File: config.mk
export PLATFORM = sky130hd
export DESIGN_NAME = flash_cmd_seq
export DESIGN_NICKNAME = d
export VERILOG_FILES = /design/src/rtl/fseq_pkg.sv /design/src/rtl/fseq_cmd_table.sv /design/src/rtl/fseq_bus_cycle.sv /design/src/rtl/flash_cmd_seq.sv
export SDC_FILE = /design/constraint.sdc
export NUM_CORES = 1
export LEC_CHECK = 0
export CORE_MARGIN = 2
export CORE_UTILIZATION = 47
export DETAILED_ROUTE_END_ITERATION = 7
export GPL_TIMING_DRIVEN = 0
export HOLD_SLACK_MARGIN = 0.03
export PLACE_DENSITY_LB_ADDON = 0.25
export SYNTH_ARGS = -nofsm -noshare
export SYNTH_HDL_FRONTEND = slang
export SYNTH_SLANG_ARGS = --single-unit
File: constraint.sdc
create_clock -name clk -period 1.79 [get_ports clk]
set_input_delay 0.179 -clock clk [delete_from_list [all_inputs] [get_ports clk]]
set_output_delay 0.179 -clock clk [all_outputs]
set_load 0.01 [all_outputs]
File: src/rtl/fseq_pkg.sv
package fseq_pkg;
   typedef enum logic [1:0] {
      OP_PROG = 2'd0,
      OP_SECT = 2'd1,
      OP_CHIP = 2'd2,
      OP_NONE = 2'd3
   } op_e;

   typedef enum logic [2:0] {
      BC_IDLE, BC_SETUP, BC_WLOW, BC_WHIGH, BC_READ, BC_RGAP
   } bc_state_e;

   typedef enum logic [1:0] {
      SQ_IDLE, SQ_CMD, SQ_POLL
   } sq_state_e;

   localparam logic [7:0] CODE_UNLK1 = 8'hAA;
   localparam logic [7:0] CODE_UNLK2 = 8'h55;
   localparam logic [7:0] CODE_PROG  = 8'hA0;
   localparam logic [7:0] CODE_ERASE = 8'h80;
   localparam logic [7:0] CODE_CHIP  = 8'h10;
   localparam logic [7:0] CODE_SECT  = 8'h30;
endpackage

File: src/rtl/fseq_cmd_table.sv
module fseq_cmd_table
   import fseq_pkg::*;
#(
   parameter int AW       = 19,
   parameter int UNLOCK_A = 'h555,
   parameter int UNLOCK_B = 'hAAA
) (
   input  op_e           op,
   input  logic [2:0]    step,
   input  logic [AW-1:0] tgt_addr,
   input  logic [7:0]    tgt_data,
   output logic [AW-1:0] addr,
   output logic [7:0]    data,
   output logic          last
);
   localparam logic [AW-1:0] ADR_A = AW'(UNLOCK_A);
   localparam logic [AW-1:0] ADR_B = AW'(UNLOCK_B);

   always_comb begin
      addr = ADR_A;
      data = CODE_UNLK1;
      last = 1'b0;
      if (op == OP_PROG) begin
         case (step)
            3'd0: begin addr = ADR_A; data = CODE_UNLK1; end
            3'd1: begin addr = ADR_B; data = CODE_UNLK2; end
            3'd2: begin addr = ADR_A; data = CODE_PROG;  end
            default: begin addr = tgt_addr; data = tgt_data; last = 1'b1; end
         endcase
      end else begin
         case (step)
            3'd0: begin addr = ADR_A; data = CODE_UNLK1; end
            3'd1: begin addr = ADR_B; data = CODE_UNLK2; end
            3'd2: begin addr = ADR_A; data = CODE_ERASE; end
            3'd3: begin addr = ADR_A; data = CODE_UNLK1; end
            3'd4: begin addr = ADR_B; data = CODE_UNLK2; end
            default: begin
               last = 1'b1;
               if (op == OP_CHIP) begin
                  addr = ADR_A;
                  data = CODE_CHIP;
               end else begin
                  addr = tgt_addr;
                  data = CODE_SECT;
               end
            end
         endcase
      end
   end
endmodule

File: src/rtl/fseq_bus_cycle.sv
module fseq_bus_cycle
   import fseq_pkg::*;
#(
   parameter int AW    = 19,
   parameter int T_WP  = 3,
   parameter int T_WPH = 2,
   parameter int T_ACC = 3
) (
   input  logic          clk,
   input  logic          rst_n,
   input  logic          start,
   input  logic          rd,
   input  logic [AW-1:0] addr_i,
   input  logic [7:0]    data_i,
   output logic          idle_o,
   output logic          done_o,
   output logic [7:0]    rdata_o,
   output logic [AW-1:0] f_addr,
   output logic [7:0]    f_dq_out,
   output logic          f_dq_oe,
   input  logic [7:0]    f_dq_in,
   output logic          f_ce_n,
   output logic          f_oe_n,
   output logic          f_we_n
);
   localparam int TMAX = (T_WP > T_WPH) ? ((T_WP > T_ACC) ? T_WP : T_ACC)
                                        : ((T_WPH > T_ACC) ? T_WPH : T_ACC);
   localparam int CW = $clog2(TMAX + 1);

   bc_state_e      state;
   logic [CW-1:0]  cnt;
   logic [AW-1:0]  addr_q;
   logic [7:0]     data_q;
   logic [7:0]     rdata_q;

   always_ff @(posedge clk or negedge rst_n) begin
      if (!rst_n) begin
         state   <= BC_IDLE;
         cnt     <= '0;
         addr_q  <= '0;
         data_q  <= '0;
         rdata_q <= '0;
      end else begin
         case (state)
            BC_IDLE: if (start) begin
               addr_q <= addr_i;
               data_q <= data_i;
               if (rd) begin
                  state <= BC_READ;
                  cnt   <= CW'(T_ACC - 1);
               end else begin
                  state <= BC_SETUP;
               end
            end
            BC_SETUP: begin
               state <= BC_WLOW;
               cnt   <= CW'(T_WP - 1);
            end
            BC_WLOW: if (cnt == '0) begin
               state <= BC_WHIGH;
               cnt   <= CW'(T_WPH - 1);
            end else begin
               cnt <= cnt - 1'b1;
            end
            BC_WHIGH: if (cnt == '0) state <= BC_IDLE;
                      else cnt <= cnt - 1'b1;
            BC_READ: if (cnt == '0) begin
               rdata_q <= f_dq_in;
               state   <= BC_RGAP;
            end else begin
               cnt <= cnt - 1'b1;
            end
            default: state <= BC_IDLE;
         endcase
      end
   end

   assign idle_o   = (state == BC_IDLE);
   assign done_o   = ((state == BC_WHIGH) && (cnt == '0)) || (state == BC_RGAP);
   assign rdata_o  = rdata_q;
   assign f_addr   = addr_q;
   assign f_dq_out = data_q;
   assign f_dq_oe  = (state == BC_SETUP) || (state == BC_WLOW) || (state == BC_WHIGH);
   assign f_ce_n   = !((state == BC_SETUP) || (state == BC_WLOW) || (state == BC_READ));
   assign f_oe_n   = (state != BC_READ);
   assign f_we_n   = (state != BC_WLOW);
endmodule

File: src/rtl/flash_cmd_seq.sv
module flash_cmd_seq
   import fseq_pkg::*;
#(
   parameter int AW        = 19,
   parameter int T_WP      = 3,
   parameter int T_WPH     = 2,
   parameter int T_ACC     = 3,
   parameter int MAX_POLLS = 1024,
   parameter int UNLOCK_A  = 'h555,
   parameter int UNLOCK_B  = 'hAAA
) (
   input  logic          clk,
   input  logic          rst_n,
   input  logic          req_valid,
   input  logic [1:0]    req_op,
   input  logic [AW-1:0] req_addr,
   input  logic [7:0]    req_data,
   output logic          busy,
   output logic          done,
   output logic          timeout,
   output logic [AW-1:0] f_addr,
   output logic [7:0]    f_dq_out,
   output logic          f_dq_oe,
   input  logic [7:0]    f_dq_in,
   output logic          f_ce_n,
   output logic          f_oe_n,
   output logic          f_we_n
);
   localparam int PCW = $clog2(MAX_POLLS + 1);

   generate
      if (AW < 12) begin : g_bad_aw
         $error("flash_cmd_seq: AW must hold the unlock addresses");
      end
      if (T_WP < 1 || T_WPH < 1 || T_ACC < 1) begin : g_bad_timing
         $error("flash_cmd_seq: strobe widths must be at least one cycle");
      end
      if (MAX_POLLS < 1) begin : g_bad_polls
         $error("flash_cmd_seq: MAX_POLLS must be positive");
      end
   endgenerate

   sq_state_e      state;
   op_e            op_q;
   logic [AW-1:0]  addr_q;
   logic [7:0]     data_q;
   logic [2:0]     step;
   logic [PCW-1:0] poll_cnt;
   logic           done_q, timeout_q;

   logic [AW-1:0]  tbl_addr;
   logic [7:0]     tbl_data;
   logic           tbl_last;
   logic           eng_idle, eng_done, eng_start, eng_rd;
   logic [7:0]     eng_rdata;
   logic           exp_bit;

   fseq_cmd_table #(.AW(AW), .UNLOCK_A(UNLOCK_A), .UNLOCK_B(UNLOCK_B)) u_tbl (
      .op       (op_q),
      .step     (step),
      .tgt_addr (addr_q),
      .tgt_data (data_q),
      .addr     (tbl_addr),
      .data     (tbl_data),
      .last     (tbl_last)
   );

   assign eng_rd    = (state == SQ_POLL);
   assign eng_start = (state != SQ_IDLE) && eng_idle;
   assign exp_bit   = (op_q == OP_PROG) ? data_q[7] : 1'b1;

   fseq_bus_cycle #(.AW(AW), .T_WP(T_WP), .T_WPH(T_WPH), .T_ACC(T_ACC)) u_bus (
      .clk      (clk),
      .rst_n    (rst_n),
      .start    (eng_start),
      .rd       (eng_rd),
      .addr_i   (eng_rd ? addr_q : tbl_addr),
      .data_i   (tbl_data),
      .idle_o   (eng_idle),
      .done_o   (eng_done),
      .rdata_o  (eng_rdata),
      .f_addr   (f_addr),
      .f_dq_out (f_dq_out),
      .f_dq_oe  (f_dq_oe),
      .f_dq_in  (f_dq_in),
      .f_ce_n   (f_ce_n),
      .f_oe_n   (f_oe_n),
      .f_we_n   (f_we_n)
   );

   always_ff @(posedge clk or negedge rst_n) begin
      if (!rst_n) begin
         state     <= SQ_IDLE;
         op_q      <= OP_PROG;
         addr_q    <= '0;
         data_q    <= '0;
         step      <= '0;
         poll_cnt  <= '0;
         done_q    <= 1'b0;
         timeout_q <= 1'b0;
      end else begin
         done_q    <= 1'b0;
         timeout_q <= 1'b0;
         case (state)
            SQ_IDLE: if (req_valid && (op_e'(req_op) != OP_NONE)) begin
               op_q     <= op_e'(req_op);
               addr_q   <= req_addr;
               data_q   <= req_data;
               step     <= '0;
               poll_cnt <= '0;
               state    <= SQ_CMD;
            end
            SQ_CMD: if (eng_done) begin
               if (tbl_last) state <= SQ_POLL;
               else          step  <= step + 3'd1;
            end
            SQ_POLL: if (eng_done) begin
               if (eng_rdata[7] == exp_bit) begin
                  done_q <= 1'b1;
                  state  <= SQ_IDLE;
               end else if (poll_cnt == PCW'(MAX_POLLS - 1)) begin
                  timeout_q <= 1'b1;
                  state     <= SQ_IDLE;
               end else begin
                  poll_cnt <= poll_cnt + 1'b1;
               end
            end
            default: state <= SQ_IDLE;
         endcase
      end
   end

   assign busy    = (state != SQ_IDLE);
   assign done    = done_q;
   assign timeout = timeout_q;
endmodule

==> results.yml <==
yosys:
  synthSimpleGateAreaFrac_pct: 24.3
  synth_xor_area_share_pct: 1.14
  yosys.area.top_type: "dfrtp_1"
  synthDistinctLibCells: 57
  syn_inst: 434
  muxShareOfSynthArea_pct: 1.46
  synth_nets: 482
  synth_fa_ha_area_share_pct: 2.54
  synth.avg_cell_area_um2: 9.09
  synth_edf_count: 0
  synth-seq-cells: 80
  syn-cell-area_mm2: 0.00395
  synth_async_sr_flop_share_pct: 100
  synth_compound_area_share_pct: 16.6
  synth_top_family_by_area: "simple AND/OR/NAND/NOR gates"
  yosys_most_used_dff: "dfrtp_1"
  synth.area.top_cells: "dfrtp_1 (51%), nand2_1 (12%), a21oi_1 (4.3%), o21ai_0 (2.9%), nor2_1 (2.6%)"
  yosysWarnings: 0
  synth_top_area_share_pct: 50.7
  yosysSeqAreaShare_pct: 50.7
global_route:
  grt_pass1_vias: 3368
  grt_max_degree: 62
  grt-ovfl-total: 0
  track_usage_pct: 23.0
  grt_pass1_wl_um: 15900
  antenna_found_initial: 0
final_layout:
  fin_nets: 590
  final_common_cell: "nand2_1"
  finalNonFillerCells: 651
  final_cell_mix: "nand2_1 (127), dfrtp_1 (74), clkdlybuf4s50_1 (60)"
  design_area_mm2: 0.00552
  area_growth_pct: 40.0
  n_antenna_cell: 0
  drive_gt1_share_pct: 24.2
timing:
  fin_ws_ns: -0.0198
  worstMarginPinSlew_ns: 0.595
  clock.fmax_mhz: 553
  slew_violations: 0
  hold_viol_final: 0
  slew_headroom_pct: 60.3
  skew_ns: 0.00797
  period_share_pct: 101
  rsz0062_at_grt: "yes"
  finalSetupViolations: 1
  fin_crit_ns: 1.81
critical_path:
  required_ns: 2.08
  r2r-start: "op_q[1]"
  critPathLaunchType: "register"
  path_class: "reg2reg"
  path_cells: "nor3_4, xnor2_4, a31oi_4, or4_4, a21oi_2"
  worstPathArrival_ns: 2.10
  critPathMaxFanout: 5
  crit_start: "op_q[1]"
  worst_path_max_delay_cell: "or4_4"
  end_kind: "register"
  critPathMaxStageDelay_ns: 0.54
floorplanning:
  row_count: 33
  die_area_mm2: 0.00915
  start_util_pct: 48.3
  die_w_um: 95.6
  core_area_mm2: 0.00818
  die_height_um: 95.6
  ios: 74
placed_design:
  portBuffers: 66
  dp.cells: 606
  dpl_cell_area_mm2: 0.00480
  globalplace.congestion: 0.785
  hpwl_um: 6690
clocking:
  clock-sinks: 80
  cts_buffers: 9
  cts_tree: "yes"
  cts_root_buf: "clkbuf_8"
  clock_path_buffers: 2
  clkLatencyLatePin_ns: 0.36
  clkSlewWorstSetupHoldPaths_ns: 0.08
  htreeDepth: 3
drt:
  route.vias.total: 3583
  first_pass_iters: 4
  routed_wirelength_um: 10300
  vias_per_cell: 5.50
  ant_nets: 0
  drt_first_iter_violations: 163
  drcViolationCount: 0
  wire_per_inst_um: 15.8
power_and_ir_drop:
  power_density_mw_per_mm2: 1670
  irDropWorstVdd_uv: 1080
  static-leakage-power_uw: 0.00247
worst_hold_path:
  min_path_type: "in2async"
status:
  status: "complete, but fails checks"
  failed_checks: "negative setup slack"
job:
  cap_violations: 0
## cells in the mapped netlist, types with 6 or more instances
cell and instances:
o21ai_0 23, a221o_1 6, ha_1 8, nor2_1 27, o31ai_1 6, a211oi_1 8
nand3_1 10, buf_2 9, inv_1 10, clkbuf_1 8, a21oi_1 34, nand2_1 130
dfrtp_1 80
## per-stage QoR
stage	utilization (%)	worst slack, ns	TNS, ns	hold WS (ns)	total power [uW]
5_1_grt	67.6	-0.0601	-0.248	0.265	9880
6_report	67.6	-0.0198	-0.0198	0.243	9250
3_5_place_dp	58.7	-0.256	-4.12	0.0908	6940
4_1_cts	64.6	-0.0296	-0.0818	0.248	8800
2_1_floorplan	-	-0.0184	-0.0279	-0.117	5450
3_3_place_gp	58.4	-2.30	-186.50	0.457	6780
## layer usage
metal  vias up  GRT usage (%)  wire, um
met4         0           9.05       176
li1       1708              -         -
met5         -              0         0
met3        15           4.43       562
met1      1749           28.4      4320
met2       111           39.8      5210
## final cells by class
class	count	area [um^2]
Buffer	15	115
Timing Repair Buffer	100	951
Clock buffer	9	124
Clock inverter	6	61.3
Multi-Input combinational cell	326	2090
Sequential cell	80	2010
Inverter	10	40.0
Fill cell	666	2650
Tap cell	105	131
## flip-flops by register name, summed over array words and instances, names as in the netlist, 3 cells and up
name	count
u_bus.f_dq_out	8
u_bus.state	3
poll_cnt	11
data_q	8
u_bus.f_addr	19
addr_q	19
step	3
## worst max-delay path: cells and delay by family (launching register included)
kind	cells	cell delay [ns]
DFF	1	0.43
AOI/OAI and AO/OA	2	0.27
and+or+nand+nor	2	0.86
xor gates and xnor gates	1	0.18
## what timing repair did
item                                    CTS  global route
buffers inserted                         18            14
hold buffers                              1             0
hold endpoints to repair                 19             0
endpoints found under the setup margin   42            37
pin swaps                                14            21
resized for setup                        47            43
cloned                                    1             0
## report_power, final
part           switching, uW  internal [uW]
logic                   2510           2400
clock network            654            631
registers                529           2530
total                   3690           5550
## path summary, 6_finish.rpt
check	endpoint	slack (ns)	cells past startpoint
worst max-delay path	poll_cnt[7]	-0.02	5
worst min-delay path	addr_q[8]	0.24	2
worst max register to register	poll_cnt[7]	-0.02	5
worst min register to register	data_q[6]	0.48	2
max in group asynchronous	poll_cnt[4]	0.95	3
min in group clk	addr_q[9]	0.34	3
## cells by family (layout without fill, tap and decap cells)
| kind of cell | count (synthesis) | in the layout |
|---|---|---|
| simple gates | 209 | 209 |
| buf+inv | 29 | 140 |
| xor+xnor | 3 | 3 |
| fa+ha+maj | 8 | 8 |
| flops | 80 | 80 |
| compound gates | 100 | 101 |
| mux | 5 | 5 |
(Power assumes the default switching activity.)
